[config.mk]
export PLATFORM = sky130hd
export DESIGN_NAME = wdt_supervisor
export DESIGN_NICKNAME = d
export VERILOG_FILES = /design/src/rtl/wdt_pkg.sv /design/src/rtl/wdt_kick_edge.sv /design/src/rtl/wdt_ctrl.sv /design/src/rtl/wdt_supervisor.sv
export SDC_FILE = /design/constraint.sdc
export NUM_CORES = 1
export LEC_CHECK = 0
export BUFFER_PORTS_ARGS = -buffer_cell sky130_fd_sc_hd__clkbuf_2
export CAP_MARGIN = 40
export CORE_MARGIN = 2
export CORE_UTILIZATION = 50
export CTS_BUF_LIST = sky130_fd_sc_hd__clkbuf_8
export DETAILED_ROUTE_END_ITERATION = 7
export GPL_TIMING_DRIVEN = 0
export PLACE_DENSITY = 0.72
export SETUP_SLACK_MARGIN = 0.02
export SYNTH_ARGS = -nofsm -noshare
export SYNTH_HDL_FRONTEND = slang
export SYNTH_SLANG_ARGS = --single-unit
[constraint.sdc]
create_clock -name clk -period 1.56 [get_ports clk]
set_input_delay 0.234 -clock clk [delete_from_list [all_inputs] [get_ports clk]]
set_output_delay 0.234 -clock clk [all_outputs]
set_load 0.01 [all_outputs]
[src/rtl/wdt_pkg.sv]
package wdt_pkg;
    // Supervisor phase: holding reset or watching for kicks
    typedef enum logic {
        PH_HOLD  = 1'b0,
        PH_WATCH = 1'b1
    } phase_e;
endpackage

[src/rtl/wdt_kick_edge.sv]
module wdt_kick_edge #(
    parameter int SYNC_STAGES = 2
) (
    input  logic clk,
    input  logic rst,
    input  logic kick,
    output logic kick_edge
);
    localparam int CHAIN = SYNC_STAGES + 1; // sync flops plus previous-value flop

    logic [CHAIN-1:0] chain_d, chain_q;

    always_comb begin
        chain_d = {chain_q[CHAIN-2:0], kick};
    end

    always_ff @(posedge clk) begin
        if (rst) chain_q <= '0;
        else     chain_q <= chain_d;
    end

    // any difference between synchronized value and its predecessor is a kick
    assign kick_edge = chain_q[CHAIN-1] ^ chain_q[CHAIN-2];
endmodule

[src/rtl/wdt_ctrl.sv]
module wdt_ctrl
    import wdt_pkg::*;
#(
    parameter int WIN_TICKS   = 1000,
    parameter int PULSE_TICKS = 140
) (
    input  logic   clk,
    input  logic   rst,
    input  logic   tick,
    input  logic   pwr_ok,
    input  logic   wd_off,
    input  logic   kick_edge,
    output phase_e phase,
    output logic   fault_n
);
    localparam int CNT_MAX = (WIN_TICKS > PULSE_TICKS) ? WIN_TICKS : PULSE_TICKS;
    localparam int CW      = $clog2(CNT_MAX + 1);
    localparam logic [CW-1:0] WIN_LAST   = CW'(WIN_TICKS - 1);
    localparam logic [CW-1:0] PULSE_LAST = CW'(PULSE_TICKS - 1);

    typedef struct packed {
        phase_e        phase;
        logic [CW-1:0] cnt;
        logic          fault_n;
    } ctrl_t;

    ctrl_t st_d, st_q;

    always_comb begin
        st_d = st_q;
        if (!pwr_ok) begin
            st_d.phase   = PH_HOLD;
            st_d.cnt     = '0;
            st_d.fault_n = 1'b1;
        end else begin
            if (kick_edge) st_d.fault_n = 1'b1;
            unique case (st_q.phase)
                PH_HOLD: begin
                    if (tick) begin
                        if (st_q.cnt == PULSE_LAST) begin
                            st_d.phase = PH_WATCH;
                            st_d.cnt   = '0;
                        end else begin
                            st_d.cnt = st_q.cnt + CW'(1);
                        end
                    end
                end
                PH_WATCH: begin
                    if (kick_edge || wd_off) begin
                        st_d.cnt = '0;
                    end else if (tick) begin
                        if (st_q.cnt == WIN_LAST) begin
                            st_d.phase   = PH_HOLD;
                            st_d.cnt     = '0;
                            st_d.fault_n = 1'b0;
                        end else begin
                            st_d.cnt = st_q.cnt + CW'(1);
                        end
                    end
                end
                default: st_d = st_q;
            endcase
        end
    end

    always_ff @(posedge clk) begin
        if (rst) begin
            st_q.phase   <= PH_HOLD;
            st_q.cnt     <= '0;
            st_q.fault_n <= 1'b1;
        end else begin
            st_q <= st_d;
        end
    end

    assign phase   = st_q.phase;
    assign fault_n = st_q.fault_n;
endmodule

[src/rtl/wdt_supervisor.sv]
module wdt_supervisor
    import wdt_pkg::*;
#(
    parameter int WIN_TICKS   = 1000,
    parameter int PULSE_TICKS = 140,
    parameter int SYNC_STAGES = 2
) (
    input  logic clk,
    input  logic rst,
    input  logic tick,
    input  logic pwr_ok,
    input  logic wd_off,
    input  logic kick,
    output logic rst_out,
    output logic rst_out_n,
    output logic fault_n
);
    logic   kick_edge;
    phase_e phase;

    wdt_kick_edge #(.SYNC_STAGES(SYNC_STAGES)) u_edge (
        .clk       (clk),
        .rst       (rst),
        .kick      (kick),
        .kick_edge (kick_edge)
    );

    wdt_ctrl #(.WIN_TICKS(WIN_TICKS), .PULSE_TICKS(PULSE_TICKS)) u_ctrl (
        .clk       (clk),
        .rst       (rst),
        .tick      (tick),
        .pwr_ok    (pwr_ok),
        .wd_off    (wd_off),
        .kick_edge (kick_edge),
        .phase     (phase),
        .fault_n   (fault_n)
    );

    assign rst_out   = (phase == PH_HOLD);
    assign rst_out_n = (phase != PH_HOLD);
endmodule

==> results of run 1 <==
[layer usage]
metal	vias to the layer above	GRT usage, %	wire length, um
met5	-	0	0
met4	0	9.09	18
met3	2	2.45	88
met2	23	30.6	876
met1	378	30.2	779
li1	373	-	-
[critical path: cells and delay by family (launching register included)]
kind            cells  cell delay, ps
simple gates        3             700
flops               1             340
compound gates      1             280
buf+inv             1             150
mux                 1             120
[through the flow]
step | power [mW] | hold WS [ps] | setup slack, ps | std cells | utilization, %
final | 0.750 | 198 | -158 | 126 | 67.7
after floorplan | 0.428 | 306 | -91.2 | 91 | -
after CTS | 0.760 | 199 | -159 | 125 | 65.5
after global routing | 0.779 | 202 | -264 | 126 | 67.7
after global placement | 0.444 | 417 | -228 | 115 | 58.5
after detailed placement | 0.445 | 431 | -274 | 115 | 58.5
[power groups by stage]
stage          Clock [mW]  Combinational [mW]  Sequential (mW)
5_1_grt             0.336              0.0558            0.387
4_1_cts             0.323              0.0501            0.387
3_3_place_gp            0              0.0450            0.399
2_1_floorplan           0              0.0298            0.398
6_report            0.313              0.0511            0.386
3_5_place_dp            0              0.0458            0.399
[cell families after synthesis]
logic type	Yosys count	share of synthesized area, %
and+or+nand+nor	52	36.3
AOI/OAI and AO/OA	16	17.9
DFF	15	37.1
buffers and inverters	5	4.79
xor gates and xnor gates	1	1.08
muxes	1	1.24
adders and majority gates	1	1.55
[sequential cells by signal (all words and copies together), names as in the netlist]
name	cells
u_edge.chain_q	3
u_ctrl.fault_n	1
u_ctrl.st_q	10
u_ctrl.phase	1
[cells in the final DEF, fill, tap and decap left out, types with 2 or more instances in the layout]
cell type,count
a21oi_1,2
dfxtp_2,5
or4b_4,2
nand3_1,5
nand3_2,2
nor3_1,3
nor3_4,2
dfxtp_4,3
buf_4,6
nor2_1,12
clkbuf_8,3
clkbuf_2,8
dfxtp_1,7
a31oi_1,5
buf_6,2
nor2b_1,3
nand2_1,12
inv_1,2
[synth_stat cells (2+ instances only)]
master / instances / area [sq um]
nor2b_1: 3 / 18.8
nor2_1: 12 / 45.0
inv_1: 2 / 7.51
dfxtp_1: 15 / 300
nand2_1: 12 / 45.0
nand3_1: 7 / 35.0
a31oi_1: 5 / 31.3
or4b_4: 2 / 27.5
nor3_1: 3 / 15.0
a21oi_1: 2 / 10.0
buf_6: 2 / 22.5
[cell type report]
class | instances | area, sq um | area share, %
Multi-Input combinational cell | 71 | 507 | 49.7
Sequential cell | 15 | 318 | 31.2
Timing Repair Buffer | 16 | 101 | 9.94
Clock buffer | 3 | 41.3 | 4.05
Buffer | 2 | 20.0 | 1.96
Tap cell | 16 | 20.0 | 1.96
Inverter | 2 | 7.51 | 0.736
Clock inverter | 1 | 5.00 | 0.491
[timing repair]
item,in CTS,in global routing
cloned,1,0
setup buffers,6,1
pin swaps,8,4
setup endpoints to repair,10,10
gates resized for setup,9,7
[how the worst min path moves through the flow]
stage | from | end | slack [ps]
6_report | kick | u_edge.chain_q[0] | 200
5_1_grt | kick | u_edge.chain_q[0] | 200
4_1_cts | rst | u_edge.chain_q[0] | 200
3_5_place_dp | u_edge.chain_q[0] | u_edge.chain_q[1] | 430
3_3_place_gp | u_edge.chain_q[0] | u_edge.chain_q[1] | 420
2_1_floorplan | rst | u_edge.chain_q[0] | 310
==> results.ini, run 1 <==
[run_status]
outcome=complete, but fails checks
violations=negative setup slack

[place]
hpwl_um=1190
placedInstanceArea_sq_um=881
port_buffers=8
finalWeightedCongestion=0.781

[sta]
clock.fmax_mhz=582
min_period_ps=1720
period_share_pct=110
final_hold_viol_count=0
finalMaxSlewViolations=0
relSlewSlack_pct=60.4
worstMarginPinSlew_ps=592
fin_skew_ps=1.25
fin_setup_tns_ps=-1250
setup_viol=9
worst_slack_ps=-158
rsz0062_at_grt=true

[power]
clockPowerShare_pct=41.7
p_switching_mw=0.168
p_int_mw=0.582
leakagePower_nw=0.373
comb_power_share_pct=6.8
p_sw_share_pct=22.4
max-vdd-ir-drop_uv=557
power_density_nw_per_um2=736
p_seq_share_pct=51.5

[floorplanning]
die_y_um=44.2
die_area_sq_um=1960
fp-row-count=14
design.core.area_sq_um=1510
start_util_pct=53.7
ios=9
die_w_um=44.2

[routing]
drtIter0Drc=16
vias=776
drc_errors=0
via_per_inst=6.16
drtAntennaViolNets=0
dr.pass1.iters=4
wl_per_cell_um=14.0
wirelength_um=1760

[clocking]
postCtsHoldBufs=0
clk_latency_ps=250
clockBufferDepth=2
clock_sinks=15
cts_root_buf=clkbuf_8
htree_levels=1
clk_pin_slew_ps=60
cts_tree=built
cts_made_buffers=3

[critical_path]
timing.rr.start=u_ctrl.st_q[7]
worstSetupStartpoint=u_ctrl.st_q[7]
crit_chain=or4b_4, o31ai_4, nor3_4, buf_6, mux2i_1, nor2_1
crit_end=u_ctrl.st_q[1]
slowest_stage=or4b_4
cpPeakStageDelay_ps=540
r2r_end=u_ctrl.st_q[1]
arrival_ps=1840
crit_type=reg2reg
reg2reg_slack_ps=-160
crit_path_end_kind=flip-flop
crit_fanout=7
r2r_cells=6
crit_path_start_kind=flip-flop
required_ps=1680

[cells_and_area]
design_area_sq_um=1020
diodes=0
fillers=125
area_growth_pct=26.0
nets=118
layout-drive-gt1-share_pct=40.0

[synthesis]
ys_ff_latch=15
synthArstFlopShare_pct=0
synth_fp_nets=98
yosysWarnings=0
ys.flop_type=dfxtp_1
synth.avg_cell_area_sq_um=8.90
ys_seq_area_share_pct=37.1
synth_area_sq_um=810
synth_edf_count=0
syn_inst=91
synth.distinct_cells=37

[grt]
grt_pass1_vias=639
grt.overflow.total=0
grt_antenna_before_repair=0
grt_pass1_wl_um=2960
grtUsageTotal_pct=20.7
grt_max_degree=11

[job]
maxCapViolCount=0

[min_path]
hp-class=in2reg
hold_depth=2

Power figures use the tool's default switching activity.
==> run 2, diff against run 1 <==
--- a/config.mk
+++ b/config.mk
@@ -8,11 +8,10 @@
 export BUFFER_PORTS_ARGS = -buffer_cell sky130_fd_sc_hd__clkbuf_2
 export CAP_MARGIN = 40
 export CORE_MARGIN = 2
-export CORE_UTILIZATION = 50
+export CORE_UTILIZATION = 30
 export CTS_BUF_LIST = sky130_fd_sc_hd__clkbuf_8
 export DETAILED_ROUTE_END_ITERATION = 7
 export GPL_TIMING_DRIVEN = 0
-export PLACE_DENSITY = 0.72
 export SETUP_SLACK_MARGIN = 0.02
 export SYNTH_ARGS = -nofsm -noshare
 export SYNTH_HDL_FRONTEND = slang
==> run 2 against run 1 <==
Effect of this change: the run still ends with negative setup slack left; clock skew rose by 4.1 ps; maximum frequency rose by 0.33%; wire length rose by 8.7%; global-route usage fell by 7.4 points; sequential power barely moved; register-to-register slack barely moved; clock-buffer cell count did not move; final cell count rose by 9.5%.
==> results.ini, run 2 (synthesis gave the netlist of run 1 again) <==
[cells_and_area]
design_area_sq_um=1010  ; -0.86%
regMostFlops=u_ctrl.st_q
final_cell_mix=nand2_1 (12), nor2_1 (11), clkbuf_2 (8), dfxtp_1 (8), buf_4 (6)
utilization_pct=40.1  ; -28 points
nets=116  ; -1.7%
area_growth_pct=24.9
largest_reg_flops=10  ; unchanged
diodes=0  ; unchanged
final_common_cell=nand2_1
reg_top3=u_ctrl.st_q x10, u_edge.chain_q x3
layout-drive-gt1-share_pct=38.0  ; -2.0 points

[sta]
holdWs_ps=179  ; -19.0 ps
period_share_pct=110  ; -0.36 points
worst_slack_ps=-152  ; +5.62 ps
worstMarginPinSlew_ps=396  ; -196 ps
finalMaxSlewViolations=0  ; unchanged
clock.fmax_mhz=584  ; +0.33%
setup_viol=10  ; +1
final_hold_viol_count=0  ; unchanged
rsz0062_at_grt=true
relSlewSlack_pct=73.6  ; +13 points
fin_skew_ps=5.32  ; +4.07 ps
min_period_ps=1710  ; -5.62 ps

[routing]
drtAntennaViolNets=0  ; unchanged
wl_per_cell_um=13.9  ; -0.77%
drtIter0Drc=22  ; +6
drc_errors=0  ; unchanged
via_per_inst=5.28  ; -14%
wirelength_um=1920  ; +8.7%
dr.pass1.iters=6  ; +2
vias=729  ; -6.1%

[floorplanning]
start_util_pct=32.1  ; -22 points
fp-row-count=18  ; +4
design.core.area_sq_um=2520  ; +67%
ios=9  ; unchanged
die_y_um=55.9  ; +26%
die_area_sq_um=3130  ; +60%
die_w_um=55.9  ; +26%

[clocking]
clock_sinks=15  ; unchanged
cts_tree=built
htree_levels=1  ; unchanged
clockBufferDepth=2  ; unchanged
cts_root_buf=clkbuf_8
clk_latency_ps=250  ; about the same
clk_pin_slew_ps=60  ; about the same
cts_made_buffers=3  ; unchanged

[place]
dp_slack_ps=-286  ; -11.6 ps
placedInstanceArea_sq_um=898  ; +2.0%
port_buffers=8  ; unchanged
hpwl_um=1270  ; +6.5%
finalWeightedCongestion=0.874  ; +12%

[critical_path]
worstSetupStartpoint=u_ctrl.st_q[6]
crit_path_end_kind=flip-flop
crit_type=reg2reg
r2r_cells=6  ; unchanged
required_ps=1690  ; about the same
crit_path_start_kind=flip-flop
crit_fanout=6  ; -1
arrival_ps=1840  ; about the same
timing.rr.start=u_ctrl.st_q[6]
r2r_end=u_ctrl.st_q[1]
reg2reg_slack_ps=-150  ; about the same

[grt]
grt_pass1_wl_um=3190  ; +7.7%
met1_usage_pct=17.3  ; -13 points
grt_busiest_layer=met2
grt.overflow.total=0  ; unchanged
grt_antenna_before_repair=0  ; unchanged
grt_max_degree=11  ; unchanged
grt_use_met2_pct=19.6  ; -11 points
use_met3_pct=4.88  ; +2.4 points
grtUsageTotal_pct=13.3  ; -7.4 points
grt_pass1_vias=699  ; +9.4%

[run_status]
outcome=complete, but fails checks
violations=negative setup slack

[min_path]
whs_endpoint=u_edge.chain_q[1]
min-delay-start=rst
hp-class=in2reg
hold_depth=2  ; unchanged

[power]
finalPower_mw=0.752  ; +0.21%
power_density_nw_per_um2=743  ; +1.1%
leakagePower_nw=0.362  ; -2.8%
max-vdd-ir-drop_uv=319  ; -43%

[job]
maxCapViolCount=0  ; unchanged

run 2: cell types whose count changed in the layout (fill, tap and decap cells not counted), sizes merged:
cell,before,now
buf,9,7
inv,2,3
clkinv,1,0
run 2: through the flow:
stage	std cells	TNS, ps
floorplan	91	-499
global placement	129	-1520
detailed placement	129	-1820
CTS	137	-1160
global route	138	-1730
finish	138	-1310
run 2: per-layer routing:
metal / wire, um / part of all wire [%]
met2: 909 / 47
met3: 74 / 3.9
met1: 896 / 47
met5: 0 / 0
met4: 35 / 1.8
run 2: how the worst max path moves through the flow:
| stage | endpoint | cells past startpoint | slack [ps] |
|---|---|---|---|
| finish | u_ctrl.st_q[1] | 6 | -150 |
| global route | u_ctrl.st_q[9] | 6 | -190 |
| CTS | u_ctrl.st_q[1] | 6 | -130 |
| detailed placement | u_ctrl.st_q[8] | 6 | -290 |
| global placement | u_ctrl.st_q[8] | 6 | -240 |
| floorplan | u_ctrl.st_q[5] | 7 | -90 |
run 2: report_power, final:
part           switching, mW  leakage (nW)  internal (mW)
sequential           0.00260         0.126          0.383
combinational         0.0293         0.209         0.0243
clock                  0.138        0.0269          0.174
run 2: critical path, cell delays in order (launching register included):
cell,delay [ps]
dfxtp_4,340
or4b_4,550
o31ai_4,280
nor3_4,90
buf_6,150
mux2i_1,120
nor2_1,60
run 2: repair_timing:
| item | 4_1_cts | 5_1_grt |
|---|---|---|
| gates cloned | 1 | 0 |
| buffers inserted | 4 | 1 |
| hold buffers | 0 | 0 |
| endpoints found under the hold margin | 0 | 0 |
| resized for setup | 10 | 5 |
| pin swaps | 5 | 2 |
| endpoints found under the setup margin | 10 | 10 |
run 2: final cells by class:
type                    instances  area (sq um)
flip-flops and latches         15           317
clock buffers                   3          41.3
inverters                       2          7.51
plain buffers                   2          20.0
fillers                       262          1510
well taps                      30          37.5
clock inverters                 1          3.75
multi-input cells              71           499
repair buffers                 14          85.1
==> run 3, diff against run 2 <==
--- a/config.mk
+++ b/config.mk
@@ -7,6 +7,7 @@
 export LEC_CHECK = 0
 export BUFFER_PORTS_ARGS = -buffer_cell sky130_fd_sc_hd__clkbuf_2
 export CAP_MARGIN = 40
+export CORE_ASPECT_RATIO = 1.75
 export CORE_MARGIN = 2
 export CORE_UTILIZATION = 30
 export CTS_BUF_LIST = sky130_fd_sc_hd__clkbuf_8
==> run 3 against run 2 <==
Effect of this change: the run still ends with negative setup slack left; sequential share of layout area is 0.48 points lower; maximum frequency is 0.13% higher; final cell count fell by 2.9%; non-clock buffer count unchanged; clock-buffer cell count unchanged; clock skew is 4.2 ps lower; largest power group unchanged.
==> results.ini, run 3 (synthesis gave the netlist of run 1 again) <==
[routing]
vias=754  ; +3.4%
wl_per_cell_um=14.6  ; +4.9%
drtIter0Drc=28  ; +27%
drc_errors=0  ; unchanged
via_per_inst=5.63  ; +6.5%
drtAntennaViolNets=0  ; unchanged
wirelength_um=1950  ; +1.9%
dr.pass1.iters=4  ; -2

[clocking]
clockBufferDepth=2  ; unchanged
cts_made_buffers=3  ; unchanged
clk_latency_ps=250  ; about the same
postCtsHoldBufs=0  ; unchanged
clk_pin_slew_ps=60  ; about the same
htree_levels=1  ; unchanged
cts_tree=built
cts_root_buf=clkbuf_8
clock_sinks=15  ; unchanged

[power]
power_density_nw_per_um2=747  ; +0.50%
p_switching_mw=0.178  ; +4.7%
leakagePower_nw=0.365  ; +0.82%
comb_power_share_pct=6.9  ; -0.2 points
max-vdd-ir-drop_uv=547  ; +72%
p_sw_share_pct=23.4  ; +0.78 points
p_int_mw=0.583  ; +0.22%
clockPowerShare_pct=42.2  ; +0.6 points
p_seq_share_pct=50.9  ; -0.3 points
finalPower_mw=0.761  ; +1.2%

[cells_and_area]
regMostFlops=u_ctrl.st_q
largest_reg_flops=10  ; unchanged
final_common_cell=nand2_1
final_cell_mix=nand2_1 (12), nor2_1 (11), clkbuf_2 (8), dfxtp_1 (8)
layout-drive-gt1-share_pct=39.8  ; +1.9 points
seqCellArea_sq_um=314  ; -0.79%
reg_top3=u_ctrl.st_q x10, u_edge.chain_q x3
nets=116  ; unchanged
diodes=0  ; unchanged
multi_input_comb_area_sq_um=513  ; +2.8%
fillers=284  ; +8.4%
area_growth_pct=25.8

[grt]
grt.overflow.total=0  ; unchanged
grt_max_degree=11  ; unchanged
grt_pass1_vias=718  ; +2.7%
grtUsageTotal_pct=13.2  ; -0.13 points
grt_busiest_layer=met2
grt_pass1_wl_um=3140  ; -1.5%
use_met3_pct=2.23  ; -2.7 points
grt_use_met2_pct=25.0  ; +5.5 points
met1_usage_pct=13.3  ; -4.0 points
grt_antenna_before_repair=0  ; unchanged

[floorplanning]
start_util_pct=32.1  ; unchanged
fp-row-count=24  ; +6
die_area_sq_um=3150  ; +0.52%
die_y_um=72.7  ; +30%
design.core.area_sq_um=2520  ; unchanged
ios=9  ; unchanged
die_w_um=43.3  ; -23%

[sta]
final_hold_viol_count=0  ; unchanged
setup_viol=10  ; unchanged
rsz0062_at_grt=true
worst_slack_ps=-150  ; +2.23 ps
clock.fmax_mhz=585  ; +0.13%
fin_skew_ps=1.15  ; -4.17 ps
holdWs_ps=174  ; -5.33 ps
relSlewSlack_pct=72.3  ; -1.3 points
worstMarginPinSlew_ps=416  ; +19.7 ps
min_period_ps=1710  ; -2.23 ps
finalMaxSlewViolations=0  ; unchanged
period_share_pct=110  ; -0.14 points

[min_path]
hp-class=in2reg

[critical_path]
crit_type=reg2reg
crit_path_end_kind=flip-flop
required_ps=1690  ; about the same
crit_path_start_kind=flip-flop
crit_fanout=6  ; unchanged
arrival_ps=1840  ; about the same

[place]
hpwl_um=1310  ; +3.4%
dp_slack_ps=-230  ; +55.7 ps
finalWeightedCongestion=0.929  ; +6.3%
port_buffers=8  ; unchanged

[job]
maxCapViolCount=0  ; unchanged

[run_status]
violations=negative setup slack
outcome=complete, but fails checks

run 3: cell count changes in the layout (fill, tap and decap cells not counted):
cell      delta
a221oi_1     -1
a221oi_2     +1
buf_2        +1
buf_4        -2
buf_6        +1
dfxtp_2      +1
dfxtp_4      -1
xor2_1       -1
xor2_2       +1
run 3: cell type report:
class	instances	share of cell area, %
clock buffers	3	4.05
inverters	2	0.737
clock inverters	1	0.369
repair buffers	14	8.48
plain buffers	2	1.97
flip-flops and latches	15	30.8
well taps	26	3.19
multi-input cells	71	50.4
run 3: timing repair:
| action | in CTS | in global routing |
|---|---|---|
| cloned | 1 | 0 |
| gates resized for setup | 10 | 6 |
| buffers inserted | 2 | 3 |
| endpoints found under the setup margin | 10 | 10 |
| pin swaps | 5 | 4 |
run 3: power by group through the flow:
stage	Clock, mW	Sequential, mW	Combinational, mW
after floorplan	0	0.398	0.0298
after global placement	0	0.399	0.0453
after detailed placement	0	0.399	0.0465
after CTS	0.320	0.387	0.0509
after global routing	0.332	0.388	0.0577
final	0.321	0.388	0.0525
run 3: final timing paths:
kind	slack, ps	start	cells past startpoint	end
worst max-delay path	-150	u_ctrl.phase	6	u_ctrl.st_q[1]
worst min-delay path	170	rst	2	u_edge.chain_q[1]
worst max register to register	-150	u_ctrl.phase	6	u_ctrl.st_q[1]
worst min register to register	450	u_edge.chain_q[0]	1	u_edge.chain_q[1]
run 3: worst max-delay path, stage by stage (launching register included):
cell and delay (ps):
dfxtp_2 350, or4b_4 530, o31ai_4 260, nor3_4 100, buf_6 150, mux2i_1 130, nor2_1 50
run 3: metal layers:
layer  wire length, um  share of wire [%]  vias up
li1                  -                  -      367
met1               728                 37      367
met2              1120                 57       15
met3                61                3.1        5
met4                42                2.2        0
met5                 0                  0        -
run 3: stage by stage:
stage | cells | area [sq um] | TNS [ps] | util [%]
global route | 134 | 1020 | -1890 | 40.4
floorplan | 91 | 821 | -499 | -
detailed placement | 125 | 893 | -1640 | 35.4
global placement | 125 | 893 | -1450 | 35.4
finish | 134 | 1020 | -1270 | 40.4
CTS | 131 | 975 | -1240 | 38.6
